**config.mk**
```make
export PLATFORM = sky130hd
export DESIGN_NAME = drp_bridge
export DESIGN_NICKNAME = d
export VERILOG_FILES = /design/src/rtl/drp_bridge_pkg.sv /design/src/rtl/drp_bridge_ctrl.sv /design/src/rtl/drp_bridge_dp.sv /design/src/rtl/drp_bridge.sv
export SDC_FILE = /design/constraint.sdc
export NUM_CORES = 1
export LEC_CHECK = 0
export BUFFER_PORTS_ARGS = -buffer_cell sky130_fd_sc_hd__buf_2
export CORE_ASPECT_RATIO = 2
export CORE_MARGIN = 2
export CORE_UTILIZATION = 47
export CTS_BUF_LIST = sky130_fd_sc_hd__clkbuf_16
export DETAILED_ROUTE_END_ITERATION = 7
export PLACE_DENSITY = 0.88
export SYNTH_ARGS = -nofsm -noshare
export SYNTH_HDL_FRONTEND = slang
export SYNTH_SLANG_ARGS = --single-unit
export TNS_END_PERCENT = 30
```
**constraint.sdc**
```tcl
create_clock -name clk -period 3.07 [get_ports clk]
set_input_delay 0.614 -clock clk [delete_from_list [all_inputs] [get_ports clk]]
set_output_delay 0.614 -clock clk [all_outputs]
set_load 0.01 [all_outputs]
```
**src/rtl/drp_bridge_pkg.sv**
```systemverilog
package drp_bridge_pkg;
  // register offsets (bytes)
  localparam int OFF_SYS    = 'h40;
  localparam int OFF_SRC    = 'h44;
  localparam int OFF_CMD    = 'h70;
  localparam int OFF_STAT   = 'h74;
  // command word fields
  localparam int CMD_GO_BIT = 29;
  localparam int CMD_RD_BIT = 28;
  localparam int CMD_A_LSB  = 16;
  // status word fields
  localparam int STAT_BUSY  = 16;

  typedef struct packed {
    logic launch;   // command accepted this edge
    logic capture;  // read completes this edge
  } drpStrobes_t;
endpackage

```
**src/rtl/drp_bridge_ctrl.sv**
```systemverilog
module drp_bridge_ctrl
  import drp_bridge_pkg::*;
(
  input  logic        clk,
  input  logic        rstN,
  input  logic        cmdReq,
  input  logic        cmdIsRead,
  input  logic        drpRdy,
  output drpStrobes_t strb,
  output logic        busy,
  output logic        drpEn,
  output logic        drpWe
);
  typedef enum logic {ST_IDLE, ST_WAIT} txState_t;

  txState_t state;
  logic     pendRead;
  logic     launch;
  logic     finish;

  assign launch       = (state == ST_IDLE) && cmdReq;
  assign finish       = (state == ST_WAIT) && drpRdy;
  assign strb.launch  = launch;
  assign strb.capture = finish && pendRead;
  assign busy         = (state == ST_WAIT);

  always_ff @(posedge clk or negedge rstN) begin
    if (!rstN) begin
      state    <= ST_IDLE;
      pendRead <= 1'b0;
      drpEn    <= 1'b0;
      drpWe    <= 1'b0;
    end else begin
      drpEn <= launch;
      drpWe <= launch && !cmdIsRead;
      if (launch) begin
        state    <= ST_WAIT;
        pendRead <= cmdIsRead;
      end else if (finish) begin
        state    <= ST_IDLE;
        pendRead <= 1'b0;
      end
    end
  end


  en_one_cycle_chk: assert property (@(posedge clk) disable iff (!rstN)
    drpEn |=> !drpEn);

  we_needs_en_chk: assert property (@(posedge clk) disable iff (!rstN)
    drpWe |-> drpEn);

  en_implies_busy_chk: assert property (@(posedge clk) disable iff (!rstN)
    drpEn |-> busy);

  busy_drop_on_rdy_chk: assert property (@(posedge clk) disable iff (!rstN)
    $fell(busy) |-> $past(drpRdy));
endmodule

```
**src/rtl/drp_bridge_dp.sv**
```systemverilog
module drp_bridge_dp
  import drp_bridge_pkg::*;
#(
  parameter int BUS_AW = 8,
  parameter int BUS_DW = 32,
  parameter int DRP_AW = 7,
  parameter int DRP_DW = 16
) (
  input  logic              clk,
  input  logic              rstN,
  input  logic [BUS_AW-1:0] busAddr,
  input  logic              busWrEn,
  input  logic [BUS_DW-1:0] busWrData,
  output logic [BUS_DW-1:0] busRdData,
  input  drpStrobes_t       strb,
  input  logic              busy,
  output logic              cmdReq,
  output logic              cmdIsRead,
  output logic              coreRelease,
  output logic              synthEnable,
  output logic              srcSel,
  output logic [DRP_AW-1:0] drpAddr,
  output logic [DRP_DW-1:0] drpWrData,
  input  logic [DRP_DW-1:0] drpRdData
);
  localparam logic [BUS_AW-1:0] A_SYS  = BUS_AW'(OFF_SYS);
  localparam logic [BUS_AW-1:0] A_SRC  = BUS_AW'(OFF_SRC);
  localparam logic [BUS_AW-1:0] A_CMD  = BUS_AW'(OFF_CMD);
  localparam logic [BUS_AW-1:0] A_STAT = BUS_AW'(OFF_STAT);

  logic [1:0]        sysBits;
  logic              srcBit;
  logic              cmdGo;
  logic              cmdRd;
  logic [DRP_AW-1:0] cmdAddr;
  logic [DRP_DW-1:0] cmdData;
  logic [DRP_DW-1:0] statData;
  logic              launchW;
  logic              captureW;
  logic              unusedWrBits;

  assign launchW      = strb.launch;
  assign captureW     = strb.capture;
  assign unusedWrBits = ^busWrData;

  assign cmdReq      = busWrEn && (busAddr == A_CMD) && busWrData[CMD_GO_BIT];
  assign cmdIsRead   = busWrData[CMD_RD_BIT];
  assign coreRelease = sysBits[0];
  assign synthEnable = sysBits[1];
  assign srcSel      = srcBit;
  assign drpAddr     = cmdAddr;
  assign drpWrData   = cmdData;

  always_ff @(posedge clk or negedge rstN) begin
    if (!rstN) begin
      sysBits <= '0;
      srcBit  <= 1'b0;
    end else if (busWrEn) begin
      if (busAddr == A_SYS) sysBits <= busWrData[1:0];
      if (busAddr == A_SRC) srcBit  <= busWrData[0];
    end
  end

  always_ff @(posedge clk or negedge rstN) begin
    if (!rstN) begin
      cmdGo   <= 1'b0;
      cmdRd   <= 1'b0;
      cmdAddr <= '0;
      cmdData <= '0;
    end else if (launchW) begin
      cmdGo   <= 1'b1;
      cmdRd   <= busWrData[CMD_RD_BIT];
      cmdAddr <= busWrData[CMD_A_LSB +: DRP_AW];
      cmdData <= busWrData[DRP_DW-1:0];
    end
  end

  always_ff @(posedge clk or negedge rstN) begin
    if (!rstN)         statData <= '0;
    else if (captureW) statData <= drpRdData;
  end

  always_comb begin
    busRdData = '0;
    case (busAddr)
      A_SYS:  busRdData[1:0] = sysBits;
      A_SRC:  busRdData[0]   = srcBit;
      A_CMD: begin
        busRdData[CMD_GO_BIT]            = cmdGo;
        busRdData[CMD_RD_BIT]            = cmdRd;
        busRdData[CMD_A_LSB +: DRP_AW]   = cmdAddr;
        busRdData[DRP_DW-1:0]            = cmdData;
      end
      A_STAT: begin
        busRdData[STAT_BUSY]  = busy;
        busRdData[DRP_DW-1:0] = statData;
      end
      default: busRdData = '0;
    endcase
  end


  rd_data_only_on_capture_chk: assert property (@(posedge clk) disable iff (!rstN)
    !$stable(statData) |-> $past(captureW));

  addr_only_on_launch_chk: assert property (@(posedge clk) disable iff (!rstN)
    !$stable(drpAddr) |-> $past(launchW));

  src_only_on_write_chk: assert property (@(posedge clk) disable iff (!rstN)
    !$stable(srcSel) |-> $past(busWrEn));
endmodule

```
**src/rtl/drp_bridge.sv**
```systemverilog
module drp_bridge
  import drp_bridge_pkg::*;
#(
  parameter int BUS_AW = 8,
  parameter int BUS_DW = 32,
  parameter int DRP_AW = 7,
  parameter int DRP_DW = 16
) (
  input  logic              clk,
  input  logic              rstN,
  input  logic [BUS_AW-1:0] busAddr,
  input  logic              busWrEn,
  input  logic [BUS_DW-1:0] busWrData,
  output logic [BUS_DW-1:0] busRdData,
  output logic              coreRelease,
  output logic              synthEnable,
  output logic              srcSel,
  output logic              drpEn,
  output logic              drpWe,
  output logic [DRP_AW-1:0] drpAddr,
  output logic [DRP_DW-1:0] drpWrData,
  input  logic              drpRdy,
  input  logic [DRP_DW-1:0] drpRdData
);
  drpStrobes_t strb;
  logic        busy;
  logic        cmdReq;
  logic        cmdIsRead;

  drp_bridge_ctrl u_ctrl (
    .clk(clk), .rstN(rstN), .cmdReq(cmdReq), .cmdIsRead(cmdIsRead),
    .drpRdy(drpRdy), .strb(strb), .busy(busy), .drpEn(drpEn), .drpWe(drpWe)
  );

  drp_bridge_dp #(
    .BUS_AW(BUS_AW), .BUS_DW(BUS_DW), .DRP_AW(DRP_AW), .DRP_DW(DRP_DW)
  ) u_dp (
    .clk(clk), .rstN(rstN), .busAddr(busAddr), .busWrEn(busWrEn),
    .busWrData(busWrData), .busRdData(busRdData), .strb(strb), .busy(busy),
    .cmdReq(cmdReq), .cmdIsRead(cmdIsRead), .coreRelease(coreRelease),
    .synthEnable(synthEnable), .srcSel(srcSel), .drpAddr(drpAddr),
    .drpWrData(drpWrData), .drpRdData(drpRdData)
  );
endmodule

```
==> results of run 1 <==
[layer usage]
layer  up-vias  global-route usage (%)  routed length [um]
li1        764                       -                   -
met1       794                   23.39                1776
met2        96                   30.38                2273
met3         6                   5.506                 508
met4         0                   6.680                  57
met5         -                       0                   0
[power by group through the flow]
| stage | registers [mW] | clock network (mW) | logic (mW) |
|---|---|---|---|
| after global placement | 0.663 | 0 | 0.0823 |
| after global routing | 0.653 | 0.649 | 0.0940 |
| final | 0.652 | 0.599 | 0.0843 |
| after floorplan | 0.668 | 0 | 0.0267 |
| after detailed placement | 0.664 | 0 | 0.0853 |
| after CTS | 0.652 | 0.617 | 0.0859 |
[Yosys cell counts, drive strengths merged]
cell type  count
nor4b          1
dfrtp         48
and2           8
and3           2
a22oi          1
nor4           1
nand4b         2
conb           1
or2            1
a22o          15
a21boi         1
inv            1
a221o          1
clkbuf         4
nand4          1
nand2          1
a21o           1
and4b          1
nor2b          1
nand3          1
or4            1
buf           11
o2bb2ai        1
mux2          45
nor2           1
nor3           1
[flip-flops by register name, indices dropped and copies added (netlist names)]
name / cells
u_dp.drpWrData: 16
u_dp.statData: 16
u_dp.drpAddr: 7
u_dp.sysBits: 2
u_ctrl.busy: 1
u_ctrl.drpEn: 1
u_ctrl.drpWe: 1
u_ctrl.pendRead: 1
u_dp.cmdGo: 1
u_dp.cmdRd: 1
u_dp.srcSel: 1
[cell families after synthesis]
kind of cell    after synthesis
compound gates               20
mux                          45
buf+inv                      16
other cells                   1
simple gates                 23
flops                        48
[area by class of cell]
cell class | instances | area (um^2) | area share (%)
inverters | 1 | 3.754 | 0.1302
clock buffers | 5 | 125.1 | 4.340
repair buffers | 109 | 568.0 | 19.70
well taps | 55 | 68.82 | 2.387
clock inverters | 3 | 42.54 | 1.476
flip-flops and latches | 48 | 1201 | 41.67
multi-input cells | 95 | 873.3 | 30.30
[stage by stage]
stage,cells,worst slack (ns)
after floorplan,159,0.6008
after global placement,308,0.5238
after detailed placement,308,0.5267
after CTS,316,0.5133
after global routing,316,0.4315
final,316,0.5206
[worst register-to-register path, stage by stage (launching register included)]
cell and delay [ns]:
dfrtp_1 0.44, nor4_4 0.53, buf_12 0.25, mux2_2 0.36
[worst max-delay path by stage]
stage / start / end / slack, ns / cells after the start
floorplan: busAddr[3] / busRdData[10] / 0.60 / 4
global placement: busAddr[2] / busRdData[0] / 0.52 / 6
detailed placement: busAddr[2] / busRdData[0] / 0.53 / 6
CTS: busAddr[2] / busRdData[7] / 0.51 / 6
global route: busAddr[2] / busRdData[0] / 0.43 / 6
finish: busAddr[2] / busRdData[7] / 0.52 / 6
==> results by group, run 1 <==
Status
  – Status: finished, final reports clean

Clocking
  – Worst-skew pair later-pin latency: 0.28 ns
  – Post-CTS Hold Buffers: 0
  – CTS H-tree lvls: 2
  – CTS root buffer: clkbuf_16
  – Clock sink total: 48
  – Worst-case clock buffer depth: 2
  – Postcts setup bufs: 0
  – CTS tree: done
  – Worst-path clk slew: 0.06 ns
  – Cts bufs inserted: 5
  – Resize count post-CTS: 0

GRT
  – Largest net degree at the start of global routing: 49
  – Number of global-route vias before repair: 1,559
  – Initial antenna violation count: 0
  – Gr ovfl total: 0
  – Tot GR Track Use: 18.76%
  – First-pass GRT wire length: 7369 um

Logic synthesis
  – Post-Synth XOR/XNOR Area: 0%
  – Share of Yosys cell area claimed by the top area cell type: 55.56%
  – Simple-gate share of the synthesized area: 7.755%
  – Synthesis-stage register bit count: 48
  – Synth Area in Compound Gates: 7.986%
  – Synthesized area per cell: 14.13 um^2
  – Mapped cell area: 0.002162 mm^2
  – Synth top area cells: dfrtp_1, mux2_2, a22o_1
  – Synth cell types: 30
  – Sequential area share after synthesis: 55.56%
  – Synth Warn #: 0
  – Area leader, netlist: dfrtp_1
  – Post-Synth Adder-Cell Area: 0%
  – Mux contribution to synthesized area: 23.44%
  – Main combinational cell family by area after synthesis: multiplexers
  – Post-Syn Instances: 153

Floorplanning
  – Initial core utilization: 47.93%
  – Core ar.: 0.004511 mm^2
  – Total I/O pin count: 120
  – Die Span X: 51.96 um
  – DIE HEIGHT: 99.92 um
  – FP Rows: 35
  – Die Area: 0.005192 mm^2

Route
  – Drt drc: 0
  – First DRT Iteration DRCs: 22
  – Via-to-Cell Ratio: 5.253
  – Post-route ant nets: 0
  – DR WL/cell: 14.61 um
  – Drt total wl: 4616 um
  – Via Count: 1,660
  – DR pass1 iterations: 4

Setup path
  – Critical Path Sink Type: output pin
  – Crit-path max FO: 11
  – Highest-delay cell along the critical path: or4_4
  – WP data arrival: 1.94 ns
  – Worst flop-to-flop path endpoint: u_dp.drpWrData[12]$_DFFE_PN0P_
  – Startpoint types: input pin
  – R2R Path Start: u_ctrl.busy$_DFFE_PN0P_
  – CP max stage delay: 0.55 ns
  – Most used cell, CP: buf_2
  – Crit path cell chain: buf_2 -> or4_4 -> nor2_1 -> buf_4 -> a22o_1 -> buf_2
  – Number of cells on the worst reg-to-reg path: 3
  – Reg2reg setup slack: 1.37 ns
  – Crit path required time: 2.46 ns
  – Setup Crit Path Kind: input pin to output pin
  – CP bufs+invs: 3
  – Worst path top cell family by delay: simple AND/OR/NAND/NOR gates

Cells and area
  – Layout cells sized above 1: 60.54%
  – Nets: 320
  – Area grow syn2layout: 33.33%
  – Design Area, Final: 0.002883 mm^2
  – Antenna diodes: 0
  – Most common cell after layout, fill and taps aside: buf_2
  – FILL cells: 360
  – Most frequent cells in the layout: buf_2, dfrtp_1, mux2_2
  – Finished Core Util: 63.91%

Power and ir drop
  – Total power: 1.336 mW
  – Seq pwr share: 48.8%
  – Peak VDD IR: 0.3403 mV
  – Pleak: 1.683 nW
  – Clock Power Share: 44.9%
  – Net Sw Frac: 20.08%
  – Gate power share: 6.3%
  – NetSw: 0.2682 mW
  – Cell Pwr Density: 463.4 mW/mm^2
  – Int Pwr: 1.068 mW

Placed design
  – PortBufs: 105
  – Routability cong.: 0.7237
  – Area post-placement: 0.002715 mm^2
  – DPL Wire Length: 3516 um

STA
  – Clk_skew: 0.002955 ns
  – Worst-Margin Slew: 1.032 ns
  – Hold Vio Cnt, Final: 0
  – Minimum clock period: 2.549 ns
  – Unrepaired setup endpoints after global routing: no
  – Slew margin rel.: 31.18%
  – Post-Route Setup TNS: 0 ns
  – Slew Limit Fails: 0
  – Peak Freq: 0.3923 GHz
  – Hold WS: 0.4584 ns
  – Period utilization: 83.04%
  – Final setup viols: 0

Flow run
  – Total of max-cap violations: 0

Hold path
  – HP Class: register to register
  – WHS Path Cells: 1
  – Startpoint of the worst hold path: u_dp.cmdGo$_DFFE_PN0P_
  – Hold Path End: u_dp.cmdGo$_DFFE_PN0P_
(Power assumes the default switching activity.)
==> run 2, diff against run 1 <==
CORE_UTILIZATION = 44   (was 47)
PLACE_DENSITY = 0.83   (was 0.88)
clock period = 2.6 ns   (was 3.07 ns; I/O delays follow)
==> run 2 against run 1 <==
Compared with the run above: final cell count is 1.9% higher; utilization is 4.3 points lower; routed wire length is 5.1% higher; worst setup slack worse by 0.29 ns.
==> results by group, run 2 (synthesized netlist as in run 1, its figures left out) <==
STA
  – Slew margin rel.: 54.88%
  – Hold WS: 0.2018 ns
  – Minimum clock period: 2.367 ns
  – Unrepaired setup endpoints after global routing: no
  – Slew Limit Fails: 0
  – Post-Route Setup TNS: 0 ns
  – Final setup viols: 0
  – Clk_skew: 0.004137 ns
  – Peak Freq: 0.4225 GHz
  – Worst-Margin Slew: 0.6674 ns
  – Period utilization: 91.02%
  – Hold Vio Cnt, Final: 0

Power and ir drop
  – Total power: 1.459 mW
  – Seq pwr share: 52.8%
  – Clock Power Share: 40.3%
  – Net Sw Frac: 20.75%
  – Cell Pwr Density: 507.6 mW/mm^2
  – Int Pwr: 1.156 mW
  – Gate power share: 6.9%
  – NetSw: 0.3028 mW
  – Pleak: 1.693 nW
  – Peak VDD IR: 0.6148 mV

Route
  – First DRT Iteration DRCs: 5
  – DR WL/cell: 15.06 um
  – DR pass1 iterations: 4
  – Drt total wl: 4850 um
  – Via-to-Cell Ratio: 5.037
  – Drt drc: 0
  – Via Count: 1,622
  – Post-route ant nets: 0

Placed design
  – DPL Wire Length: 3836 um
  – Routability cong.: 0.7259
  – PortBufs: 105

Cells and area
  – Most common cell after layout, fill and taps aside: buf_2
  – Nets: 324
  – Area grow syn2layout: 32.93%
  – Layout cells sized above 1: 60.75%
  – Most frequent cells in the layout: buf_2, dfrtp_1, mux2_2
  – Antenna diodes: 0

Clocking
  – CTS tree: done
  – CTS root buffer: clkbuf_16
  – Worst-case clock buffer depth: 2
  – CTS H-tree lvls: 2
  – Cts bufs inserted: 5
  – Post-CTS Hold Buffers: 0
  – Worst-skew pair later-pin latency: 0.28 ns
  – Postcts setup bufs: 0
  – Clock sink total: 48
  – Resize count post-CTS: 0
  – Worst-path clk slew: 0.06 ns

Setup path
  – CP max stage delay: 0.41 ns
  – R2R Path Start: u_ctrl.busy$_DFFE_PN0P_
  – Startpoint types: input pin
  – Crit-path max FO: 8
  – Setup Crit Path Kind: input pin to output pin
  – Crit path required time: 2.08 ns
  – WP data arrival: 1.85 ns
  – Reg2reg setup slack: 1.07 ns
  – Highest-delay cell along the critical path: and3_1
  – Crit path cell chain: buf_2 -> nor3_1 -> and3_1 -> buf_4 -> a22o_1 -> buf_2
  – CP Launch Point: busAddr[3]
  – Most used cell, CP: buf_2
  – Critical Path Sink Type: output pin
  – Worst path top cell family by delay: simple AND/OR/NAND/NOR gates
  – CP bufs+invs: 3

GRT
  – Gr ovfl total: 0
  – Tot GR Track Use: 18.59%
  – First-pass GRT wire length: 7383 um
  – Number of global-route vias before repair: 1,620
  – Initial antenna violation count: 0
  – Largest net degree at the start of global routing: 26

Floorplanning
  – Total I/O pin count: 120
  – DIE HEIGHT: 103.1 um
  – Die Span X: 53.57 um
  – Die Area: 0.005524 mm^2
  – Initial core utilization: 44.86%
  – FP Rows: 36
  – Core ar.: 0.004820 mm^2

Status
  – Status: finished, final reports clean

Flow run
  – Total of max-cap violations: 0

Hold path
  – HP Class: input pin to asynchronous set/reset pin
[run 2: cell type report]
| class | instances | area, um^2 |
|---|---|---|
| fillers | 406 | 1946 |
| flip-flops and latches | 48 | 1201 |
| multi-input cells | 95 | 875.8 |
| repair buffers | 113 | 585.6 |
| clock buffers | 5 | 125.1 |
| well taps | 57 | 71.32 |
| clock inverters | 3 | 11.26 |
| inverters | 1 | 3.754 |
[run 2: through the flow]
stage | setup WS, ns | utilization [%] | instance area (um^2) | std cells
after CTS | 0.2040 | 59.63 | 2874 | 322
after detailed placement | 0.2077 | 56.80 | 2738 | 314
after floorplan | 0.3188 | - | 2185 | 159
after global placement | 0.2391 | 56.80 | 2738 | 314
after global routing | 0.01151 | 59.63 | 2874 | 322
final | 0.2334 | 59.63 | 2874 | 322
[run 2: power groups by stage]
stage          clock (mW)  combinational, mW  sequential [mW]
2_1_floorplan           0             0.0315            0.788
3_3_place_gp            0              0.100            0.782
3_5_place_dp            0              0.103            0.784
4_1_cts             0.601              0.103            0.770
5_1_grt             0.637              0.114            0.771
6_report            0.588              0.101            0.770
[run 2: worst paths after layout]
path / to / depth (start not counted)
max: busRdData[16] / 6
min: u_dp.drpAddr[6]$_DFFE_PN0P_ / 1
max reg2reg: u_dp.cmdRd$_DFFE_PN0P_ / 3
min reg2reg: u_dp.cmdGo$_DFFE_PN0P_ / 1
max in group asynchronous: u_dp.drpWrData[6]$_DFFE_PN0P_ / 2
min in group clk: u_ctrl.drpWe$_DFF_PN0_ / 2
[run 2: metal layers]
| metal | part of all wire [%] | GRT usage [%] | up-vias |
|---|---|---|---|
| li1 | - | - | 766 |
| met1 | 36 | 20.88 | 786 |
| met2 | 57 | 32.57 | 64 |
| met3 | 5.3 | 4.493 | 6 |
| met4 | 2.0 | 7.495 | 0 |
| met5 | 0 | 0 | - |
==> run 3, diff against run 2 <==
BUFFER_PORTS_ARGS = -buffer_cell sky130_fd_sc_hd__clkbuf_2   (was -buffer_cell sky130_fd_sc_hd__buf_2)
==> run 3 against run 2 <==
Compared with the run above: sequential cell count unchanged; register-to-register slack is essentially flat; critical endpoint is now busRdData[13]; worst hold slack better by 0.12 ns; routed wire length rose by 0.45%; clock power grew 2%; largest power group unchanged; final cell count unchanged.
==> results by group, run 3 (synthesized netlist as in run 1, its figures left out) <==
STA
  – Hold Vio Cnt, Final: 0
  – Slew Limit Fails: 0
  – Clk_skew: 0.002716 ns
  – Period utilization: 90.67%
  – Minimum clock period: 2.358 ns
  – Slew margin rel.: 57.04%
  – Final setup viols: 0
  – Peak Freq: 0.4242 GHz
  – Post-Route Setup TNS: 0 ns
  – Unrepaired setup endpoints after global routing: no
  – Hold WS: 0.3233 ns
  – Worst-Margin Slew: 0.6355 ns
  – Final worst slack: 0.2425 ns

Clocking
  – Post-CTS Hold Buffers: 0
  – Worst-skew pair later-pin latency: 0.28 ns
  – Worst-path clk slew: 0.06 ns
  – CTS root buffer: clkbuf_16
  – CTS tree: done
  – Postcts setup bufs: 0
  – Worst-case clock buffer depth: 2
  – Clock sink total: 48
  – Cts bufs inserted: 5
  – Resize count post-CTS: 0
  – CTS H-tree lvls: 2

Floorplanning
  – Core ar.: 0.004820 mm^2
  – DIE HEIGHT: 103.1 um
  – Die Span X: 53.57 um
  – Die Area: 0.005524 mm^2
  – Initial core utilization: 44.86%
  – FP Rows: 36
  – Total I/O pin count: 120

Power and ir drop
  – Total power: 1.469 mW
  – Cell Pwr Density: 511.0 mW/mm^2
  – Pleak: 1.655 nW
  – Peak VDD IR: 0.6438 mV

Placed design
  – Placed cell count: 314
  – Routability cong.: 0.7197
  – PortBufs: 105
  – Area post-placement: 0.002738 mm^2
  – DPL Wire Length: 3786 um
  – Post-place setup slack: 0.2337 ns

Route
  – Post-route ant nets: 0
  – Via-to-Cell Ratio: 5.118
  – Drt drc: 0
  – DR WL/cell: 15.13 um
  – Via Count: 1,648
  – First DRT Iteration DRCs: 9
  – Drt total wl: 4872 um
  – DR pass1 iterations: 4

GRT
  – Largest net degree at the start of global routing: 49
  – Initial antenna violation count: 0
  – Number of global-route vias before repair: 1,575
  – First-pass GRT wire length: 7445 um
  – Tot GR Track Use: 18.93%
  – Gr ovfl total: 0

Setup path
  – Critical Path Sink Type: output pin
  – Crit path required time: 2.08 ns
  – WP data arrival: 1.84 ns
  – Startpoint types: input pin
  – Setup Crit Path Kind: input pin to output pin
  – Crit-path max FO: 8

Cells and area
  – Most frequent cells in the layout: clkbuf_2, dfrtp_1, mux2_2
  – FILL cells: 415
  – Register area: 0.001201 mm^2
  – Area grow syn2layout: 32.93%
  – Design Area, Final: 0.002874 mm^2
  – Finished Core Util: 59.63%
  – Nets: 324
  – Antenna diodes: 0
  – Finished Layout Cells: 322
  – Most common cell after layout, fill and taps aside: clkbuf_2
  – Layout cells sized above 1: 60.75%
  – Multi-input gate area: 875.8 um^2

Status
  – Status: finished, final reports clean

Flow run
  – Total of max-cap violations: 0

Hold path
  – HP Class: input pin to asynchronous set/reset pin
[run 3: cell count changes in the layout (fill, tap and decap cells not counted)]
cell and change:
buf_2 -105, clkbuf_2 +105
[run 3: worst paths after layout]
| check | startpoint | end | slack, ns | cells after the start |
|---|---|---|---|---|
| worst max-delay path | busAddr[3] | busRdData[13] | 0.24 | 6 |
| worst min-delay path | rstN | u_dp.drpAddr[6]$_DFFE_PN0P_ | 0.32 | 2 |
| worst max register to register | u_ctrl.busy$_DFFE_PN0P_ | u_dp.drpWrData[11]$_DFFE_PN0P_ | 1.07 | 3 |
| worst min register to register | u_dp.cmdGo$_DFFE_PN0P_ | u_dp.cmdGo$_DFFE_PN0P_ | 0.47 | 1 |
| max in group asynchronous | rstN | u_dp.drpWrData[6]$_DFFE_PN0P_ | 1.86 | 2 |
| min in group clk | busWrData[28] | u_ctrl.drpWe$_DFF_PN0_ | 0.43 | 2 |
[run 3: layout make-up]
class / count / share of cell area [%]
Multi-Input combinational cell: 95 / 30.47
Tap cell: 57 / 2.481
Clock buffer: 5 / 4.353
Sequential cell: 48 / 41.79
Clock inverter: 3 / 0.3918
Inverter: 1 / 0.1306
Timing Repair Buffer: 113 / 20.37
[run 3: worst max-delay path: stages]
cell and delay (ns):
clkbuf_2 0.09, nor3_1 0.32, and3_1 0.42, buf_4 0.22, a22o_1 0.13, clkbuf_2 0.13
[run 3: report_power, final]
group	total [mW]	switching [mW]	internal [mW]
registers	0.770	0.00968	0.761
clock network	0.597	0.251	0.346
logic	0.101	0.0513	0.0499
[run 3: metal layers]
layer / up-vias / GRT usage (%) / routed length, um
met2: 74 / 33.24 / 2709
met5: - / 0 / 0
met1: 801 / 19.70 / 1679
met3: 10 / 5.797 / 343
li1: 763 / - / -
met4: 0 / 9.073 / 139
